===== src/rtl/bd_pkg.sv =====
package bd_pkg;

   typedef enum logic [1:0] {
      BD_OK       = 2'd0,
      BD_TOO_BIG  = 2'd1,
      BD_NO_SPACE = 2'd2
   } bd_status_e;

   // floor(log2(v)) for v >= 1, 0 for v == 0
   function automatic int bd_log2(input int v);
      int r;
      r = 0;
      for (int k = 0; k < 31; k++) begin
         if ((32'sd1 <<< k) <= v) r = k;
      end
      return r;
   endfunction

endpackage


===== src/rtl/bd_order_calc.sv =====
module bd_order_calc #(
   parameter int PAGE_W = 8,
   parameter int CNT_W  = PAGE_W + 1,
   parameter int NORD   = PAGE_W - 2,
   parameter int ORD_W  = 3
) (
   input  logic [CNT_W-1:0] count,
   output logic [ORD_W-1:0] order,
   output logic             too_big
);

   localparam int PW = CNT_W + 1;

   logic [PW-1:0] padded;

   always_comb begin
      padded = {1'b0, count} + PW'(1);
      if (padded < PW'(4)) padded = PW'(4);
      too_big = padded >= (PW'(1) << (PAGE_W - 1));
      order = '0;
      for (int z = NORD - 1; z >= 0; z--) begin
         if ((PW'(4) << z) >= padded) order = ORD_W'(z);
      end
   end

   // the chosen order must cover the padded size
   always_comb begin
      if (!too_big) begin
         a_order_fits_r2: assert ((PW'(4) << order) >= padded);
      end
   end

endmodule


===== src/rtl/bd_list_scan.sv =====
module bd_list_scan #(
   parameter int NORD   = 6,
   parameter int ORD_W  = 3,
   parameter int UNIT_W = 6
) (
   input  logic [UNIT_W-1:0] heads [NORD],
   input  logic [ORD_W-1:0]  start,
   output logic              found,
   output logic [ORD_W-1:0]  hit
);

   logic [NORD-1:0] nonempty;

   for (genvar g = 0; g < NORD; g++) begin : g_nz
      assign nonempty[g] = (heads[g] != '0);
   end

   always_comb begin
      found = 1'b0;
      hit   = '0;
      for (int z = NORD - 1; z >= 0; z--) begin
         if (nonempty[z] && (ORD_W'(z) >= start)) begin
            found = 1'b1;
            hit   = ORD_W'(z);
         end
      end
   end

   // the hit is a non-empty list at or above the start order
   always_comb begin
      if (found) begin
         a_scan_hit_r4: assert (nonempty[hit] && (hit >= start));
      end
   end

endmodule


===== src/rtl/bd_meta_store.sv =====
module bd_meta_store
   import bd_pkg::*;
#(
   parameter int UNITS  = 64,
   parameter int UNIT_W = 6,
   parameter int ORD_W  = 3
) (
   input  logic              clk,
   input  logic              rst_n,
   input  logic [UNIT_W-1:0] rd_addr,
   output logic              rd_val,
   output logic              rd_used,
   output logic [ORD_W-1:0]  rd_ord,
   output logic [UNIT_W-1:0] rd_next,
   output logic [UNIT_W-1:0] rd_prev,
   input  logic              we,
   input  logic [UNIT_W-1:0] wr_addr,
   input  logic              wr_val,
   input  logic              wr_used,
   input  logic [ORD_W-1:0]  wr_ord,
   input  logic [UNIT_W-1:0] wr_next,
   input  logic [UNIT_W-1:0] wr_prev
);

   logic [UNITS-1:0]  val_q;
   logic [UNITS-1:0]  used_q;
   logic [ORD_W-1:0]  ord_q  [UNITS];
   logic [UNIT_W-1:0] next_q [UNITS];
   logic [UNIT_W-1:0] prev_q [UNITS];

   assign rd_val  = val_q[rd_addr];
   assign rd_used = used_q[rd_addr];
   assign rd_ord  = ord_q[rd_addr];
   assign rd_next = next_q[rd_addr];
   assign rd_prev = prev_q[rd_addr];

   always_ff @(posedge clk or negedge rst_n) begin
      if (!rst_n) begin
         for (int i = 0; i < UNITS; i++) begin
            val_q[i]  <= 1'b0;
            used_q[i] <= (i == 0);
            ord_q[i]  <= (i != 0 && (i & (i - 1)) == 0) ? ORD_W'(bd_log2(i)) : '0;
            next_q[i] <= '0;
            prev_q[i] <= '0;
         end
      end else if (we) begin
         val_q[wr_addr]  <= wr_val;
         used_q[wr_addr] <= wr_used;
         ord_q[wr_addr]  <= wr_ord;
         next_q[wr_addr] <= wr_next;
         prev_q[wr_addr] <= wr_prev;
      end
   end

endmodule


===== src/rtl/buddy_page_alloc.sv =====
module buddy_page_alloc
   import bd_pkg::*;
#(
   parameter  int REGION_PAGES = 256,
   localparam int PAGE_W       = $clog2(REGION_PAGES),
   localparam int CNT_W        = PAGE_W + 1
) (
   input  logic              clk,
   input  logic              rst_n,
   input  logic              req_valid,
   output logic              req_ready,
   input  logic              req_free,
   input  logic [CNT_W-1:0]  req_pages,
   input  logic [PAGE_W-1:0] req_index,
   output logic              busy,
   output logic              resp_valid,
   output logic [1:0]        resp_status,
   output logic [PAGE_W-1:0] resp_index
);

   localparam int UNITS  = REGION_PAGES / 4;
   localparam int UNIT_W = PAGE_W - 2;
   localparam int NORD   = PAGE_W - 2;
   localparam int ORD_W  = $clog2(NORD);

   if (REGION_PAGES < 32 || (REGION_PAGES & (REGION_PAGES - 1)) != 0) begin : g_bad_region
      $error("REGION_PAGES must be a power of two of at least 32");
   end

   typedef enum logic [3:0] {
      S_IDLE, S_SPLIT, S_TAKE, S_UNPOP, S_CHECK, S_UNL_P, S_UNL_N, S_INS, S_LINK
   } bd_state_e;

   bd_state_e         state_q;
   logic [UNIT_W-1:0] blk_q, lnk_n_q, lnk_p_q, old_head_q;
   logic [ORD_W-1:0]  cur_q, tgt_q, top_q;
   logic [UNIT_W-1:0] head_q [NORD];
   logic              resp_valid_q, resp_alloc_q;
   logic [1:0]        resp_status_q;
   logic [PAGE_W-1:0] resp_index_q;

   logic [ORD_W-1:0]  need_ord, scan_hit;
   logic              too_big, scan_found, accept;

   logic [UNIT_W-1:0] rd_addr, rd_next, rd_prev;
   logic              rd_val, rd_used;
   logic [ORD_W-1:0]  rd_ord;
   logic              we, wr_val, wr_used;
   logic [UNIT_W-1:0] wr_addr, wr_next, wr_prev;
   logic [ORD_W-1:0]  wr_ord;

   logic [UNIT_W-1:0] pair_w, split_blk;
   logic [ORD_W-1:0]  split_ord;

   assign req_ready   = (state_q == S_IDLE);
   assign busy        = (state_q != S_IDLE);
   assign accept      = req_valid && req_ready;
   assign resp_valid  = resp_valid_q;
   assign resp_status = resp_status_q;
   assign resp_index  = resp_index_q;

   assign pair_w    = blk_q ^ (UNIT_W'(1) << cur_q);
   assign split_ord = cur_q - ORD_W'(1);
   assign split_blk = blk_q | (UNIT_W'(1) << split_ord);

   bd_order_calc #(
      .PAGE_W(PAGE_W), .CNT_W(CNT_W), .NORD(NORD), .ORD_W(ORD_W)
   ) u_order (
      .count(req_pages), .order(need_ord), .too_big(too_big)
   );

   bd_list_scan #(
      .NORD(NORD), .ORD_W(ORD_W), .UNIT_W(UNIT_W)
   ) u_scan (
      .heads(head_q), .start(need_ord), .found(scan_found), .hit(scan_hit)
   );

   bd_meta_store #(
      .UNITS(UNITS), .UNIT_W(UNIT_W), .ORD_W(ORD_W)
   ) u_store (
      .clk(clk), .rst_n(rst_n),
      .rd_addr(rd_addr), .rd_val(rd_val), .rd_used(rd_used), .rd_ord(rd_ord),
      .rd_next(rd_next), .rd_prev(rd_prev),
      .we(we), .wr_addr(wr_addr), .wr_val(wr_val), .wr_used(wr_used),
      .wr_ord(wr_ord), .wr_next(wr_next), .wr_prev(wr_prev)
   );

   // read address selection
   always_comb begin
      case (state_q)
         S_UNPOP: rd_addr = lnk_n_q;
         S_CHECK: rd_addr = pair_w;
         S_UNL_P: rd_addr = lnk_p_q;
         S_UNL_N: rd_addr = lnk_n_q;
         S_LINK:  rd_addr = old_head_q;
         default: rd_addr = blk_q;
      endcase
   end

   // single write port; link edits are read-modify-write of one field
   always_comb begin
      we      = 1'b0;
      wr_addr = blk_q;
      wr_val  = 1'b0;
      wr_used = 1'b0;
      wr_ord  = cur_q;
      wr_next = '0;
      wr_prev = '0;
      case (state_q)
         S_SPLIT: begin
            we      = 1'b1;
            wr_addr = split_blk;
            wr_ord  = split_ord;
         end
         S_TAKE: begin
            we      = 1'b1;
            wr_val  = 1'b1;
            wr_used = 1'b1;
            wr_ord  = tgt_q;
         end
         S_UNPOP: begin
            we      = 1'b1;
            wr_addr = lnk_n_q;
            wr_val  = rd_val;
            wr_used = rd_used;
            wr_ord  = rd_ord;
            wr_next = rd_next;
         end
         S_UNL_P: begin
            we      = (lnk_p_q != '0);
            wr_addr = lnk_p_q;
            wr_val  = rd_val;
            wr_used = rd_used;
            wr_ord  = rd_ord;
            wr_next = lnk_n_q;
            wr_prev = rd_prev;
         end
         S_UNL_N: begin
            we      = (lnk_n_q != '0);
            wr_addr = lnk_n_q;
            wr_val  = rd_val;
            wr_used = rd_used;
            wr_ord  = rd_ord;
            wr_next = rd_next;
            wr_prev = lnk_p_q;
         end
         S_INS: begin
            we      = 1'b1;
            wr_next = head_q[cur_q];
         end
         S_LINK: begin
            we      = 1'b1;
            wr_addr = old_head_q;
            wr_val  = rd_val;
            wr_used = rd_used;
            wr_ord  = rd_ord;
            wr_next = rd_next;
            wr_prev = blk_q;
         end
         default: ;
      endcase
   end

   always_ff @(posedge clk or negedge rst_n) begin
      if (!rst_n) begin
         state_q       <= S_IDLE;
         blk_q         <= '0;
         lnk_n_q       <= '0;
         lnk_p_q       <= '0;
         old_head_q    <= '0;
         cur_q         <= '0;
         tgt_q         <= '0;
         top_q         <= '0;
         resp_valid_q  <= 1'b0;
         resp_alloc_q  <= 1'b0;
         resp_status_q <= BD_OK;
         resp_index_q  <= '0;
         for (int e = 0; e < NORD; e++) head_q[e] <= UNIT_W'(1) << e;
      end else begin
         resp_valid_q <= 1'b0;
         case (state_q)
            S_IDLE: begin
               if (accept) begin
                  resp_alloc_q <= !req_free;
                  if (!req_free) begin
                     if (too_big) begin
                        resp_valid_q  <= 1'b1;
                        resp_status_q <= BD_TOO_BIG;
                        resp_index_q  <= '0;
                     end else if (!scan_found) begin
                        resp_valid_q  <= 1'b1;
                        resp_status_q <= BD_NO_SPACE;
                        resp_index_q  <= '0;
                     end else begin
                        blk_q   <= head_q[scan_hit];
                        cur_q   <= scan_hit;
                        top_q   <= scan_hit;
                        tgt_q   <= need_ord;
                        state_q <= (scan_hit != need_ord) ? S_SPLIT : S_TAKE;
                     end
                  end else if (too_big) begin
                     resp_valid_q  <= 1'b1;
                     resp_status_q <= BD_OK;
                     resp_index_q  <= '0;
                  end else begin
                     blk_q   <= req_index[PAGE_W-1:2];
                     cur_q   <= need_ord;
                     state_q <= S_CHECK;
                  end
               end
            end
            S_SPLIT: begin
               head_q[split_ord] <= split_blk;
               cur_q             <= split_ord;
               if (split_ord == tgt_q) state_q <= S_TAKE;
            end
            S_TAKE: begin
               head_q[top_q] <= rd_next;
               lnk_n_q       <= rd_next;
               if (rd_next != '0) begin
                  state_q <= S_UNPOP;
               end else begin
                  state_q       <= S_IDLE;
                  resp_valid_q  <= 1'b1;
                  resp_status_q <= BD_OK;
                  resp_index_q  <= {blk_q, 2'b00};
               end
            end
            S_UNPOP: begin
               state_q       <= S_IDLE;
               resp_valid_q  <= 1'b1;
               resp_status_q <= BD_OK;
               resp_index_q  <= {blk_q, 2'b00};
            end
            S_CHECK: begin
               if (cur_q == ORD_W'(NORD - 1) || rd_val || rd_used || rd_ord != cur_q) begin
                  state_q <= S_INS;
               end else begin
                  lnk_n_q <= rd_next;
                  lnk_p_q <= rd_prev;
                  state_q <= S_UNL_P;
               end
            end
            S_UNL_P: begin
               if (lnk_p_q == '0) head_q[cur_q] <= lnk_n_q;
               state_q <= S_UNL_N;
            end
            S_UNL_N: begin
               blk_q   <= blk_q & ~(UNIT_W'(1) << cur_q);
               cur_q   <= cur_q + ORD_W'(1);
               state_q <= S_CHECK;
            end
            S_INS: begin
               old_head_q    <= head_q[cur_q];
               head_q[cur_q] <= blk_q;
               if (head_q[cur_q] != '0) begin
                  state_q <= S_LINK;
               end else begin
                  state_q       <= S_IDLE;
                  resp_valid_q  <= 1'b1;
                  resp_status_q <= BD_OK;
                  resp_index_q  <= '0;
               end
            end
            S_LINK: begin
               state_q       <= S_IDLE;
               resp_valid_q  <= 1'b1;
               resp_status_q <= BD_OK;
               resp_index_q  <= '0;
            end
            default: state_q <= S_IDLE;
         endcase
      end
   end

   p_reject_big_r3: assert property (@(posedge clk) disable iff (!rst_n)
      (accept && !req_free && too_big) |=> (resp_valid && resp_status == BD_TOO_BIG));

   p_no_space_r6: assert property (@(posedge clk) disable iff (!rst_n)
      (accept && !req_free && !too_big && !scan_found) |=> (resp_valid && resp_status == BD_NO_SPACE));

   p_split_above_target_r5: assert property (@(posedge clk) disable iff (!rst_n)
      (state_q == S_SPLIT) |-> (cur_q > tgt_q));

   p_merge_step_r7: assert property (@(posedge clk) disable iff (!rst_n)
      (state_q == S_UNL_N) |=> (state_q == S_CHECK && cur_q == $past(cur_q) + ORD_W'(1)));

   p_ignore_free_r9: assert property (@(posedge clk) disable iff (!rst_n)
      (accept && req_free && too_big) |=> (resp_valid && resp_status == BD_OK && !busy));

   p_alloc_busy_r10: assert property (@(posedge clk) disable iff (!rst_n)
      (accept && !req_free && !too_big && scan_found) |=> (busy && !req_ready));

   p_alloc_index_r11: assert property (@(posedge clk) disable iff (!rst_n)
      (resp_valid && resp_alloc_q && resp_status == BD_OK) |-> (resp_index[1:0] == 2'b00 && resp_index != '0));

endmodule


===== config.mk =====
export PLATFORM = sky130hd
export DESIGN_NAME = buddy_page_alloc
export DESIGN_NICKNAME = d
export VERILOG_FILES = /design/src/rtl/bd_pkg.sv /design/src/rtl/bd_order_calc.sv /design/src/rtl/bd_list_scan.sv /design/src/rtl/bd_meta_store.sv /design/src/rtl/buddy_page_alloc.sv
export SDC_FILE = /design/constraint.sdc
export NUM_CORES = 2
export LEC_CHECK = 0
export BUFFER_PORTS_ARGS = -buffer_cell sky130_fd_sc_hd__buf_4
export CAP_MARGIN = 20
export CORE_UTILIZATION = 40
export DETAILED_ROUTE_END_ITERATION = 16
export GPL_TIMING_DRIVEN = 1
export PLACE_DENSITY = 0.55
export SLEW_MARGIN = 40
export SYNTH_ARGS = -nofsm -noshare
export SYNTH_HDL_FRONTEND = slang
export SYNTH_SLANG_ARGS = --single-unit

===== constraint.sdc =====
create_clock -name clk -period 13.5 [get_ports clk]
set_input_delay 2.025 -clock clk [delete_from_list [all_inputs] [get_ports clk]]
set_output_delay 2.025 -clock clk [all_outputs]
set_load 0.02 [all_outputs]

# ---- Yosys cells after proc, flatten, opt, wreduce, memory -nomap -nowiden
# Index checks and enable logic that the tools add are counted.
dict set report classes {
  add_sub_neg 3
  mul 0
  div_mod_pow 0
  magnitude_cmp 27
  eq_ne 22
  n_shift 2
  n_mux 118
  bitwise_logic 13
  n_reduce_logical 48
}
# operator count
set ops {}
lappend ops {{bitwise mux 384 bit} 2}
lappend ops {{bitwise mux 192 bit} 1}
lappend ops {{bitwise mux 36 bit} 4}
lappend ops {{one-hot mux 36 bit (4 select lines)} 1}
lappend ops {{bitwise mux 64 bit} 2}
lappend ops {{2-to-1 mux 6 bit} 18}
lappend ops {{binary-select mux 6 bit (select 6 bit)} 2}
lappend ops {{2-to-1 mux 3 bit} 20}
lappend ops {{nonzero test 6 bit} 10}
lappend ops {{2-to-1 mux 8 bit} 7}
lappend ops {{demux 6 bit (select 3 bit)} 3}
lappend ops {{one-hot mux 6 bit (4 select lines)} 2}
lappend ops {{one-hot mux 8 bit (5 select lines)} 1}
lappend ops {{binary-select mux 6 bit (select 3 bit)} 2}
lappend ops {{demux 6 bit (select 6 bit)} 1}
lappend ops {{2-to-1 mux 36 bit} 1}
lappend ops {{one-hot mux 6 bit (3 select lines)} 2}
lappend ops {{2-to-1 mux 4 bit} 7}
lappend ops {{one-hot mux 4 bit (7 select lines)} 1}
lappend ops {{one-hot mux 6 bit (2 select lines)} 2}
lappend ops {{2-to-1 mux 2 bit} 10}
lappend ops {{binary-select mux 3 bit (select 6 bit)} 1}
lappend ops {{demux 3 bit (select 6 bit)} 1}
lappend ops {{one-hot mux 3 bit (3 select lines)} 2}
lappend ops {{64 further kinds} 130}
dict set report totals {
  register_bits 1172
  latchBits 0
  mem_bits_rw 0
  rom_bits 0
  out_inout_bits 13
  memories 0
}

# ---- Depth between registers and ports, before layout
dict set report depth {
  depth_word 27
  mapped_depth 25
}

# ---- Cells and area by module
# Synthesis repeated with hierarchy kept, for this count alone.
dict set report unflattened {
  hier_cells 3989
  area_unflattened_um2 56715.6
}
# module instances cells_per_inst area_each_um2 seq_area_each_um2
set by_module_without_submodules {}
lappend by_module_without_submodules {bd_meta_store 1 3222 50093.0 27236.1}
lappend by_module_without_submodules {buddy_page_alloc 1 666 5950.7 2059.5}
lappend by_module_without_submodules {bd_order_calc 1 65 445.4 0.0}
lappend by_module_without_submodules {bd_list_scan 1 36 226.5 0.0}

# ---- Worst setup path after synthesis
# Ideal clock, no wire load.
dict set report synth_timing {
  path_type {in2reg}
  start {input req_pages[0]}
  end {register blk_q[1]}
  setup_time_ns 0.134
  arrival_time_ns 5.621
  required_time_ns 13.366
  setup_slack_ns 7.746
  stages 17
  path_cell_list {ha_1 > clkbuf_1 > a31oi_1 > a21oi_1 > o32a_1 > nor4_1 > nand2b_1 > clkbuf_1 > a21oi_1 > o2bb2a_1 > nor3_1 > clkbuf_1 > buf_2 > mux2i_1 > a21oi_1 > o22ai_1 > a21oi_1}
}
dict set report synth_between {
  elab_chain_cells 27
  word_cells_on_any_way 52
  cone_classes {add/sub (1); order compare (14); eq/ne (2); mux (27); bitwise (1); reduce/logical (7)}
}
# item line_no
set synth_lines {}
lappend synth_lines {{start, declared} buddy_page_alloc.sv:13} ;# input logic [CNT_W-1:0] req_pages,
lappend synth_lines {{adder 9 x 1 -> 10 bit (*)} bd_order_calc.sv:17} ;# padded = {1'b0, count} + PW'(1);
lappend synth_lines {{< comparator 10 x 3 -> 1 bit} bd_order_calc.sv:18} ;# if (padded < PW'(4)) padded = PW'(4);
lappend synth_lines {{2-to-1 mux 10 bit (*)} bd_order_calc.sv:18}
lappend synth_lines {{>= comparator 8 x 10 -> 1 bit} bd_order_calc.sv:22} ;# if ((PW'(4) << z) >= padded) order = ORD_W'(z);
lappend synth_lines {{2-to-1 mux 3 bit (6 in series)} bd_order_calc.sv:22}
lappend synth_lines {{>= comparator 3 bit} bd_list_scan.sv:22} ;# if (nonempty[z] && (ORD_W'(z) >= start)) begin
lappend synth_lines {{logical AND 1 bit} bd_list_scan.sv:22}
lappend synth_lines {{2-to-1 mux 3 bit (6 in series)} bd_list_scan.sv:22}
lappend synth_lines {{inverter 3 -> 4 bit (implied by the code)} buddy_page_alloc.sv:195} ;# blk_q <= head_q[scan_hit];
lappend synth_lines {{binary-select mux 6 bit (select 3 bit)} buddy_page_alloc.sv:195}
lappend synth_lines {{2-to-1 mux 6 bit (implied by the code) (2 in series)} buddy_page_alloc.sv:195}
lappend synth_lines {{2-to-1 mux 6 bit} buddy_page_alloc.sv:190} ;# end else if (!scan_found) begin
lappend synth_lines {{2-to-1 mux 6 bit} buddy_page_alloc.sv:186} ;# if (too_big) begin
lappend synth_lines {{2-to-1 mux 6 bit} buddy_page_alloc.sv:185} ;# if (!req_free) begin
lappend synth_lines {{2-to-1 mux 6 bit} buddy_page_alloc.sv:183} ;# if (accept) begin
lappend synth_lines {{one-hot mux 6 bit (2 select lines)} buddy_page_alloc.sv:181} ;# case (state_q)
lappend synth_lines {{end signal, assigned} buddy_page_alloc.sv:195}
lappend synth_lines {{end signal, assigned} buddy_page_alloc.sv:206} ;# blk_q <= req_index[PAGE_W-1:2];
lappend synth_lines {{end signal, assigned} buddy_page_alloc.sv:249} ;# blk_q <= blk_q & ~(UNIT_W'(1) << cur_q);
lappend synth_lines {{end, declared} buddy_page_alloc.sv:35} ;# logic [UNIT_W-1:0] blk_q, lnk_n_q, lnk_p_q, old_head_q;
# Mark *: on every way between the ends. The rest lies on a longest branch, timed or not. The select of a mux whose other input is x is not followed.
# A chain may end at the register's enable or synchronous reset.

# ---- Final worst setup path
dict set report layout_timing {
  start {register cur_q[0]}
  end {register u_store.ord_q[21] (netlist bit)}
}
dict set report layout_between {
  elab_chain_cells 10
  word_cells_on_any_way 19
  cone_classes {add/sub (1); order compare (2); shift (2); mux (9); bitwise (4); reduce/logical (1)}
}
# item line_no
set layout_lines {}
lappend layout_lines {{start, declared} buddy_page_alloc.sv:36} ;# logic [ORD_W-1:0] cur_q, tgt_q, top_q;
lappend layout_lines {{start signal, assigned} buddy_page_alloc.sv:196} ;# cur_q <= scan_hit;
lappend layout_lines {{start signal, assigned} buddy_page_alloc.sv:207} ;# cur_q <= need_ord;
lappend layout_lines {{start signal, assigned} buddy_page_alloc.sv:214} ;# cur_q <= split_ord;
lappend layout_lines {{subtractor 3 x 1 -> 3 bit} buddy_page_alloc.sv:63} ;# assign split_ord = cur_q - ORD_W'(1);
lappend layout_lines {{<< shifter 1 x 3 -> 6 bit} buddy_page_alloc.sv:64} ;# assign split_blk = blk_q | (UNIT_W'(1) << split_ord);
lappend layout_lines {{OR 6 bit} buddy_page_alloc.sv:64}
lappend layout_lines {{one-hot mux 6 bit (4 select lines)} buddy_page_alloc.sv:109} ;# case (state_q)
lappend layout_lines {{inverter 6 -> 7 bit (implied by the code)} bd_meta_store.sv:49} ;# ord_q[wr_addr] <= wr_ord;
lappend layout_lines {{>= comparator 7 bit (implied by the code) / < comparator 7 x 1 -> 1 bit (equally long branches)} bd_meta_store.sv:49}
lappend layout_lines {{logical AND 1 bit (implied by the code)} bd_meta_store.sv:49}
lappend layout_lines {{2-to-1 mux 3 bit (implied by the code)} bd_meta_store.sv:49}
lappend layout_lines {{demux 3 bit (select 6 bit)} bd_meta_store.sv:49}
lappend layout_lines {{bitwise mux 192 bit (*)} bd_meta_store.sv:49}
lappend layout_lines {{end signal, assigned by index} bd_meta_store.sv:42} ;# ord_q[i] <= (i != 0 && (i & (i - 1)) == 0) ? ORD_W'(bd_log2(i)) : '0;
lappend layout_lines {{end signal, assigned by index} bd_meta_store.sv:49}
lappend layout_lines {{end, declared} bd_meta_store.sv:27} ;# logic [ORD_W-1:0] ord_q [UNITS];
# Marks and branches as above.

==> impl_metrics.json <==
{
  "timing.final.crit_period_ns": 7.83,
  "firstDrtPassIters": 6,
  "status": "finished clean",
  "maxCapViolations": 0,
  "grt-ovfl-total": 0,
  "synth_edf_count": 0,
  "cts_resized": 0,
  "slew-limit-headroom_pct": 40.7,
  "synthToLayoutAreaGrowth_pct": 11.7,
  "start_util_pct": 40.5,
  "hpwlAfterDp_um": 113000,
  "multi_input_area_um2": 24500,
  "top_usage_layer": "met2",
  "routed_wl_um": 189000,
  "grtUsageMet2_pct": 41.6,
  "met1_usage_pct": 37.5,
  "synth_area_leaders": "dfrtp_1, nand2_1, a21oi_1",
  "place_congestion": 0.935,
  "synth-seq-cells": 1170,
  "synth-async-reset-ratio_pct": 100,
  "final_net_count": 6070,
  "rsz0062_at_grt": "no",
  "yosysSeqAreaShare_pct": 52.3,
  "crit_arrival_ns": 8.45,
  "regArea_um2": 29300,
  "fmax_ghz": 0.128,
  "setup_tns_ns": 0,
  "dieWidth_um": 376,
  "numPortBuffers": 29,
  "vias_per_cell": 5.78,
  "hold_viol_final": 0,
  "grt_usage_pct": 26.6,
  "cts_root_buffer": "clkbuf_16",
  "numCtsBuffers": 132,
  "clock_latency_ns": 0.79,
  "drtAntennaViolNets": 0,
  "grt_max_degree": 154,
  "die_area_um2": 142000,
  "final_common_cell": "nand2_1",
  "final_cell_mix": "nand2_1, dfrtp_1, nor2_1",
  "end_kind": "flip-flop",
  "io_pins": 34,
  "skew_ns": 0.0251,
  "cts.sinks": 1170,
  "fin_crit_sh_pct": 58.0,
  "hold_ws_ns": 0.469,
  "finalMaxSlewViolations": 0,
  "final.fill_count": 13500,
  "drt_iter0_drc": 5039,
  "die_height_um": 376,
  "yosysTopAreaCellShare_pct": 51.7,
  "synth_cell_types": 94,
  "yosys_warnings": 0,
  "crit_type": "reg -> reg",
  "grt_antenna_before_repair": 1,
  "final_layout_size_suffix_gt1_share_pct": 11.2,
  "syn_inst": 6266,
  "synth_ff_type": "dfrtp_1",
  "htree_num_levels": 4,
  "synth_top_area_cell": "dfrtp_1",
  "synthesis.area_um2": 56000,
  "setup_viol": 0,
  "ctsHoldBuffers": 0,
  "grt_pass1_vias": 43200,
  "grt_pass1_wl_um": 285000,
  "cp-start-kind": "flip-flop",
  "row_count": 136,
  "cts_tree": "built",
  "syn_area_per_cell_um2": 8.94,
  "post_cts_buffers": 0,
  "worst-path-max-fanout": 111,
  "drc": 0,
  "core_um2": 138000,
  "hold_class": "reg -> reg",
  "worst_pin_slew_ns": 0.889,
  "cts_buffer_depth": 3,
  "path_clk_slew_ns": 0.06,
  "vias": 46200,
  "grt_use_met3_pct": 3.94,
  "critPathRequiredTime_ns": 14.12,
  "wl_per_cell_um": 23.6
}
[registers in the layout (all words and copies together) (netlist names)]
register and count:
u_store.next_q 384, u_store.prev_q 384, u_store.ord_q 192, u_store.used_q 64, u_store.val_q 64, head_q 36
blk_q 6, lnk_n_q 6, lnk_p_q 6, old_head_q 6, resp_index 6, state_q 4
cur_q 3, tgt_q 3, top_q 3, resp_status 2, resp_valid 1
[area by class of cell]
type	count	area share [%]
flip-flops and latches	1170	46.8
multi-input cells	4498	39.2
clock buffers	196	6.30
well taps	1863	3.73
repair buffers	197	2.98
clock inverters	37	0.762
inverters	36	0.216
diodes	1	0.00400
[synth_stat cells, types with 38 or more instances]
library cell     n
nor3_1          45
nand3_1        330
mux2_2         138
nor2_1         628
a211oi_1        78
a22oi_1         65
mux4_2          38
nand2_1       1346
dfrtp_1       1156
a22o_1          55
and3_1          98
o21ai_0        524
mux2i_1         56
a311oi_1        92
clkbuf_1       383
a21oi_1        581
buf_2          102
a31oi_1         80
[stage by stage]
| step | cells | worst slack, ns | utilization, % | cell area, um2 |
|---|---|---|---|---|
| 2_1_floorplan | 6267 | 7.75 | - | 56000 |
| 3_3_place_gp | 7744 | 5.60 | 41.8 | 57700 |
| 3_5_place_dp | 7760 | 5.79 | 42.0 | 58100 |
| 4_1_cts | 7993 | 5.77 | 45.2 | 62500 |
| 5_1_grt | 7997 | 5.32 | 45.3 | 62600 |
| 6_report | 7998 | 5.67 | 45.3 | 62600 |
[worst paths after layout]
| path | startpoint | end | slack, ns | depth (start not counted) |
|---|---|---|---|---|
| setup / recovery | cur_q[0] | u_store.ord_q[21] | 5.67 | 20 |
| hold / removal | u_store.next_q[6] | u_store.next_q[6] | 0.47 | 2 |
| setup reg to reg | cur_q[0] | u_store.ord_q[21] | 5.67 | 20 |
| hold reg to reg | u_store.next_q[6] | u_store.next_q[6] | 0.47 | 2 |
| max in group asynchronous | rst_n | u_store.ord_q[165] | 9.28 | 6 |
| min in group asynchronous | rst_n | u_store.val_q[29] | 1.29 | 1 |
[critical path: stages, from the launching register on]
cell      delay [ns]
dfrtp_1         0.74
clkinv_1        0.49
ha_1            0.41
nand2_1         0.09
ha_1            0.24
nor2_1          0.10
o221ai_1        0.17
nand4_1         0.13
buf_4           0.54
nand2_8         0.59
buf_12          0.45
a211oi_1        0.35
a31oi_1         0.07
a22o_1          0.42
nor4_1          0.69
o22ai_1         0.48
a22oi_1         0.32
a211oi_1        0.15
nor2_4          0.15
buf_4           0.57
o21ai_0         0.23
[kinds of logic after synthesis]
family	after synthesis	synth area share, %
buf+inv	599	4.70
mux	235	5.40
other cells	1	0.00670
xor+xnor	12	0.188
compound gates	1670	17.9
flops	1170	52.3
simple gates	2565	19.2
fa+ha+maj	14	0.313
[routing by layer]
layer | up-vias | share of wire (%)
met2 | 1591 | 46
li1 | 21300 | -
met4 | 0 | 3.4
met5 | - | 0
met1 | 23000 | 44
met3 | 329 | 6.6
Power is left out: the tool's default activity adds up to more than one toggle a clock period on the data nets, which glitch-free logic cannot reach.
